==> src/rtl/drd_pkg.sv <==
package drd_pkg;
    typedef enum logic [1:0] {
        ST_IDLE     = 2'd0,
        ST_FETCHING = 2'd1,
        ST_READY    = 2'd2
    } drd_state_e;
endpackage

==> src/rtl/drd_timer.sv <==
module drd_timer #(
    parameter int LIMIT = 32768
) (
    input  logic clk,
    input  logic rst_n,
    input  logic run,
    output logic expire
);
    localparam int CW = (LIMIT > 2) ? $clog2(LIMIT) : 1;
    localparam logic [CW-1:0] LAST = CW'(LIMIT - 1);

    logic [CW-1:0] cnt_q;

    always_ff @(posedge clk) begin
        if (!rst_n || !run) begin
            cnt_q <= '0;
        end else if (cnt_q != LAST) begin
            cnt_q <= cnt_q + 1'b1;
        end
    end

    assign expire = run && (cnt_q == LAST);
endmodule

==> src/rtl/drd_flag.sv <==
module drd_flag (
    input  logic clk,
    input  logic rst_n,
    input  logic set,
    input  logic clr,
    output logic flag
);
    always_ff @(posedge clk) begin
        if (!rst_n) begin
            flag <= 1'b0;
        end else if (set) begin
            flag <= 1'b1;
        end else if (clr) begin
            flag <= 1'b0;
        end
    end
endmodule

==> src/rtl/drd_fsm.sv <==
module drd_fsm
    import drd_pkg::*;
#(
    parameter int ADDR_W = 32,
    parameter int DATA_W = 32
) (
    input  logic              clk,
    input  logic              rst_n,
    input  logic              rd_req,
    input  logic [ADDR_W-1:0] rd_addr,
    input  logic              fetch_done,
    input  logic [DATA_W-1:0] fetch_data,
    input  logic              expire,
    output logic              in_ready,
    output logic              in_idle,
    output logic              expire_evt,
    output logic              rsp_valid,
    output logic              rsp_retry,
    output logic [DATA_W-1:0] rsp_data,
    output logic              fetch_req,
    output logic [ADDR_W-1:0] fetch_addr
);
    drd_state_e        state_q, state_d;
    logic [DATA_W-1:0] data_q;
    logic              hit;

    assign hit        = rd_req && (rd_addr == fetch_addr) && (state_q == ST_READY);
    assign in_ready   = (state_q == ST_READY);
    assign in_idle    = (state_q == ST_IDLE);
    assign expire_evt = in_ready && expire && !hit;

    always_comb begin
        state_d = state_q;
        unique case (state_q)
            ST_IDLE:     if (rd_req) state_d = ST_FETCHING;
            ST_FETCHING: if (fetch_done) state_d = ST_READY;
            ST_READY:    if (hit || expire) state_d = ST_IDLE;
            default:     state_d = ST_IDLE;
        endcase
    end

    always_ff @(posedge clk) begin
        if (!rst_n) state_q <= ST_IDLE;
        else        state_q <= state_d;
    end

    always_ff @(posedge clk) begin
        if (!rst_n) begin
            rsp_valid  <= 1'b0;
            rsp_retry  <= 1'b0;
            rsp_data   <= '0;
            fetch_req  <= 1'b0;
            fetch_addr <= '0;
            data_q     <= '0;
        end else begin
            rsp_valid <= rd_req;
            rsp_retry <= rd_req && !hit;
            rsp_data  <= hit ? data_q : '0;
            fetch_req <= in_idle && rd_req;
            if (in_idle && rd_req) fetch_addr <= rd_addr;
            if ((state_q == ST_FETCHING) && fetch_done) data_q <= fetch_data;
            else if (expire_evt) data_q <= '0;
        end
    end
endmodule

==> src/rtl/drd_tracker.sv <==
module drd_tracker #(
    parameter int ADDR_W     = 32,
    parameter int DATA_W     = 32,
    parameter int EXPIRE_CYC = 32768
) (
    input  logic              clk,
    input  logic              rst_n,
    input  logic              rd_req,
    input  logic [ADDR_W-1:0] rd_addr,
    output logic              rsp_valid,
    output logic              rsp_retry,
    output logic [DATA_W-1:0] rsp_data,
    output logic              fetch_req,
    output logic [ADDR_W-1:0] fetch_addr,
    input  logic              fetch_done,
    input  logic [DATA_W-1:0] fetch_data,
    output logic              exp_flag,
    input  logic              exp_clr
);
    logic in_ready, in_idle, expire, expire_evt;

    drd_fsm #(.ADDR_W(ADDR_W), .DATA_W(DATA_W)) u_fsm (
        .clk(clk), .rst_n(rst_n), .rd_req(rd_req), .rd_addr(rd_addr),
        .fetch_done(fetch_done), .fetch_data(fetch_data), .expire(expire),
        .in_ready(in_ready), .in_idle(in_idle), .expire_evt(expire_evt),
        .rsp_valid(rsp_valid), .rsp_retry(rsp_retry), .rsp_data(rsp_data),
        .fetch_req(fetch_req), .fetch_addr(fetch_addr)
    );

    drd_timer #(.LIMIT(EXPIRE_CYC)) u_timer (
        .clk(clk), .rst_n(rst_n), .run(in_ready), .expire(expire)
    );

    drd_flag u_flag (
        .clk(clk), .rst_n(rst_n), .set(expire_evt), .clr(exp_clr), .flag(exp_flag)
    );
endmodule

==> config.mk <==
export PLATFORM = sky130hd
export DESIGN_NAME = drd_tracker
export DESIGN_NICKNAME = d
export VERILOG_FILES = /design/src/rtl/drd_pkg.sv /design/src/rtl/drd_timer.sv /design/src/rtl/drd_flag.sv /design/src/rtl/drd_fsm.sv /design/src/rtl/drd_tracker.sv
export SDC_FILE = /design/constraint.sdc
export NUM_CORES = 1
export LEC_CHECK = 0
export ABC_AREA = 1
export CELL_PAD_IN_SITES_DETAIL_PLACEMENT = 2
export CELL_PAD_IN_SITES_GLOBAL_PLACEMENT = 2
export CORE_UTILIZATION = 26
export CTS_CLUSTER_DIAMETER = 120
export DETAILED_ROUTE_END_ITERATION = 6
export PLACE_DENSITY = 0.77
export SLEW_MARGIN = 20
export SYNTH_ARGS = -nofsm -noshare
export SYNTH_HDL_FRONTEND = slang
export SYNTH_SLANG_ARGS = --single-unit
==> constraint.sdc <==
create_clock -name clk -period 2.1 [get_ports clk]
set_input_delay 0.42 -clock clk [delete_from_list [all_inputs] [get_ports clk]]
set_output_delay 0.42 -clock clk [all_outputs]
set_load 0.005 [all_outputs]
==> key figures <==
Critical path
  – Kind of end point of the critical path: register
  – CP Launch Type: register
  – Critical path, cell by cell: ha_2 > nand3_2 > nor2_2 > nand2_1 > inv_2 > nand4_4 > nor2_4 > nand2_4 > buf_12 > nand3_1 > a21oi_2
  – Crit Path Category: reg -> reg
  – CP peak stage delay: 0.38 ns
  – CP max stage cell: dfxtp_1
  – CP delay by family, top: simple AND/OR/NAND/NOR gates
  – WP data arrival: 2.24 ns
  – WP data required: 2.40 ns
  – Worst Path Max Fanout: 13
  – CP bufs+invs: 2

Synthesis
  – Sequential fraction of the synthesis area: 49.3%
  – Syn Nets: 688
  – Total number of yosys warnings: 0
  – Synth Register Bits: 117
  – Yosys top cell by area: dfxtp_1
  – Mapped cell area: 0.00475 mm²
  – Top cells by area in the synthesized netlist: dfxtp_1 49%, nor2_1 7.2%, nand2_1 7.1%
  – Yosys cell types: 32
  – Mean Syn Cell Area: 7.69 µm²
  – Post-Synthesis Cells: 618
  – Area share of the leading cell type in the synthesized netlist: 49.3%

STA
  – Worst Slack Setup Final: 0.156 ns
  – Tcrit/Tclk final: 92.6%
  – # setup viols final: 0
  – Max_slew headroom: 62.5%
  – Worst-margin pin slew: 0.557 ns
  – Max Fclk: 514 MHz
  – Min Tclk post-route: 1.94 ns
  – Final Max Tran Viols: 0
  – Final hold vios: 0
  – RSZ-0062 raised after global routing: false
  – Clock Skew: 0.00912 ns

Die
  – Die Height: 137 µm
  – Core ar.: 0.0179 mm²
  – Full die area: 0.0188 mm²
  – Ports: 137
  – Standard-cell row count: 49
  – Die X-Extent: 137 µm
  – Initial core utilization: 26.5%

Place
  – Final GP Congestion: 0.780
  – Port buffer count: 136
  – Worst slack, placed: -0.259 ns
  – Placed inst area: 0.00650 mm²
  – Detailed placer's ending HPWL: 12,200 µm

Clocking
  – Worst skew pair latency: 0.43 ns
  – TritonCTS buffer count: 17
  – Worst-path clk slew: 0.06 ns
  – CTS max path bufs: 2
  – Root buffer cell: clkbuf_16
  – H-tree depth: 4
  – CTS tree: yes
  – Clk sinks: 117

Status
  – Outcome: completed

GRT
  – Initial antenna violation count: 0
  – All-Layer GR Usage: 19.4%
  – First-pass GRT wire length: 27,400 µm
  – Largest net degree at the start of global routing: 44
  – Total gr overflow: 0
  – Vias in the first global route: 5,270

Power and ir drop
  – Static Leak: 2.71 nW
  – Pwr Density: 846 mW/mm²
  – Maximum VDD drop: 0.592 mV

Layout
  – Post-route cell area: 0.00714 mm²
  – Utilization after layout: 39.9%
  – Synthesis-to-layout area growth: 50.4%
  – Ant. Diodes: 0
  – # nets final: 844
  – Share of layout cells above drive strength 1: 11.8%

Min path
  – Min-Delay Path Class: reg -> reg

Routing
  – Vias: 4,693
  – Via density: 4.62
  – Post-DR wirelength/cell: 17.1 µm
  – Antenna-violating nets left: 0
  – Initial DRC Count: 190
  – Met2 WL: 8900 µm
  – Highest routed layer: met4
  – DRT Wirelength: 17,300 µm
  – DRC: 0
  – Metal3 WL: 720 µm
  – WL met1: 7430 µm
  – Drt pass-1 iters: 4

Run
  – Max_cap viols: 0
## report_power, final
part / switching (mW) / total [mW] / leakage, nW / internal (mW)
sequential: 0.0800 / 2.39 / 0.953 / 2.31
clock: 1.13 / 2.89 / 0.275 / 1.76
combinational: 0.369 / 0.758 / 1.48 / 0.389
total: 1.58 / 6.04 / 2.71 / 4.46
## final cells by class
type	instances	area [µm²]
Clock buffer	19	433
Clock inverter	13	149
Fill cell	2012	10800
Inverter	79	297
Multi-Input combinational cell	397	2020
Sequential cell	117	2340
Tap cell	229	287
Timing Repair Buffer	162	1620
## worst reg2reg max path: stages (launching register included)
cell and delay (ns):
dfxtp_1 0.38, ha_2 0.23, nand3_2 0.14, nor2_2 0.13, nand2_1 0.12, inv_2 0.11
nand4_4 0.13, nor2_4 0.15, nand2_4 0.09, buf_12 0.15, nand3_1 0.12, a21oi_2 0.07
## cells in the mapped netlist (all sizes together)
cell and number:
clkinv 1, o22ai 1, a21oi 53, xnor2 15
ha 1, or2 4, nand4 7, a31oi 3
clkbuf 16, dfxtp 117, and2 1, nor3 12
xor2 15, nand3 43, o21ai 43, nor2 105
nand2 92, buf 9, nor4 1, inv 78
a221oi 1
## layer usage
layer	up-vias	global-route usage (%)
li1	2266	-
met1	2301	22.9
met2	104	34.2
met3	22	4.11
met4	0	7.26
met5	-	0
## state kept, by name, summed over array words and instances (netlist names)
signal	cells
u_fsm.fetch_addr	32
u_fsm.state_q	2
u_fsm.fetch_req	1
u_fsm.rsp_valid	1
u_timer.cnt_q	15
u_fsm.rsp_retry	1
u_fsm.data_q	32
u_flag.flag	1
u_fsm.rsp_data	32
## layout by cell type, fill, tap and decap left out, types with 13 or more instances in the layout
cell type,instances
o21ai_0,43
xor2_1,15
clkbuf_16,17
nor2_2,13
nor2_1,91
nand2_1,90
clkdlybuf4s50_1,136
buf_4,21
dfxtp_1,116
nand3_1,41
a21oi_1,51
inv_1,75
## worst paths after layout
kind	startpoint	endpoint	slack, ns	cells past startpoint
min	u_fsm.data_q[14]$_SDFFE_PN0P_	u_fsm.rsp_data[14]$_SDFF_PN0_	0.43	2
max reg2reg	u_timer.cnt_q[1]$_SDFFE_PP0N_	u_fsm.data_q[28]$_SDFFE_PN0P_	0.16	11
min reg2reg	u_fsm.data_q[14]$_SDFFE_PN0P_	u_fsm.rsp_data[14]$_SDFF_PN0_	0.43	2
max	u_timer.cnt_q[1]$_SDFFE_PP0N_	u_fsm.data_q[28]$_SDFFE_PN0P_	0.16	11
## logic make-up (layout without fill, tap and decap cells)
family          after synthesis  count (layout)  share of synthesized area [%]
xor+xnor                     30              30                           5.53
flops                       117             117                           49.3
simple gates                265             265                           24.8
fa+ha+maj                     1               1                          0.263
compound gates              101             101                           10.9
buf+inv                     104             273                           9.19
## metrics by stage
step | cells | total power [mW] | hold slack, ns | setup TNS, ns
after floorplan | 618 | 2.72 | 0.409 | 0
after global placement | 982 | 3.14 | 0.423 | -8.03
after detailed placement | 982 | 3.18 | 0.427 | -12.58
after CTS | 1014 | 6.12 | 0.430 | 0
after global routing | 1016 | 6.30 | 0.458 | 0
final | 1016 | 6.04 | 0.434 | 0
## repair_timing
item / CTS / global route
resized for setup: 1 / 7
hold buffers: 0 / 0
setup buffers: 0 / 2
pin swaps: 0 / 0
endpoints found under the setup margin: 2 / 33
Note: power is estimated with default switching activity, not from simulation.
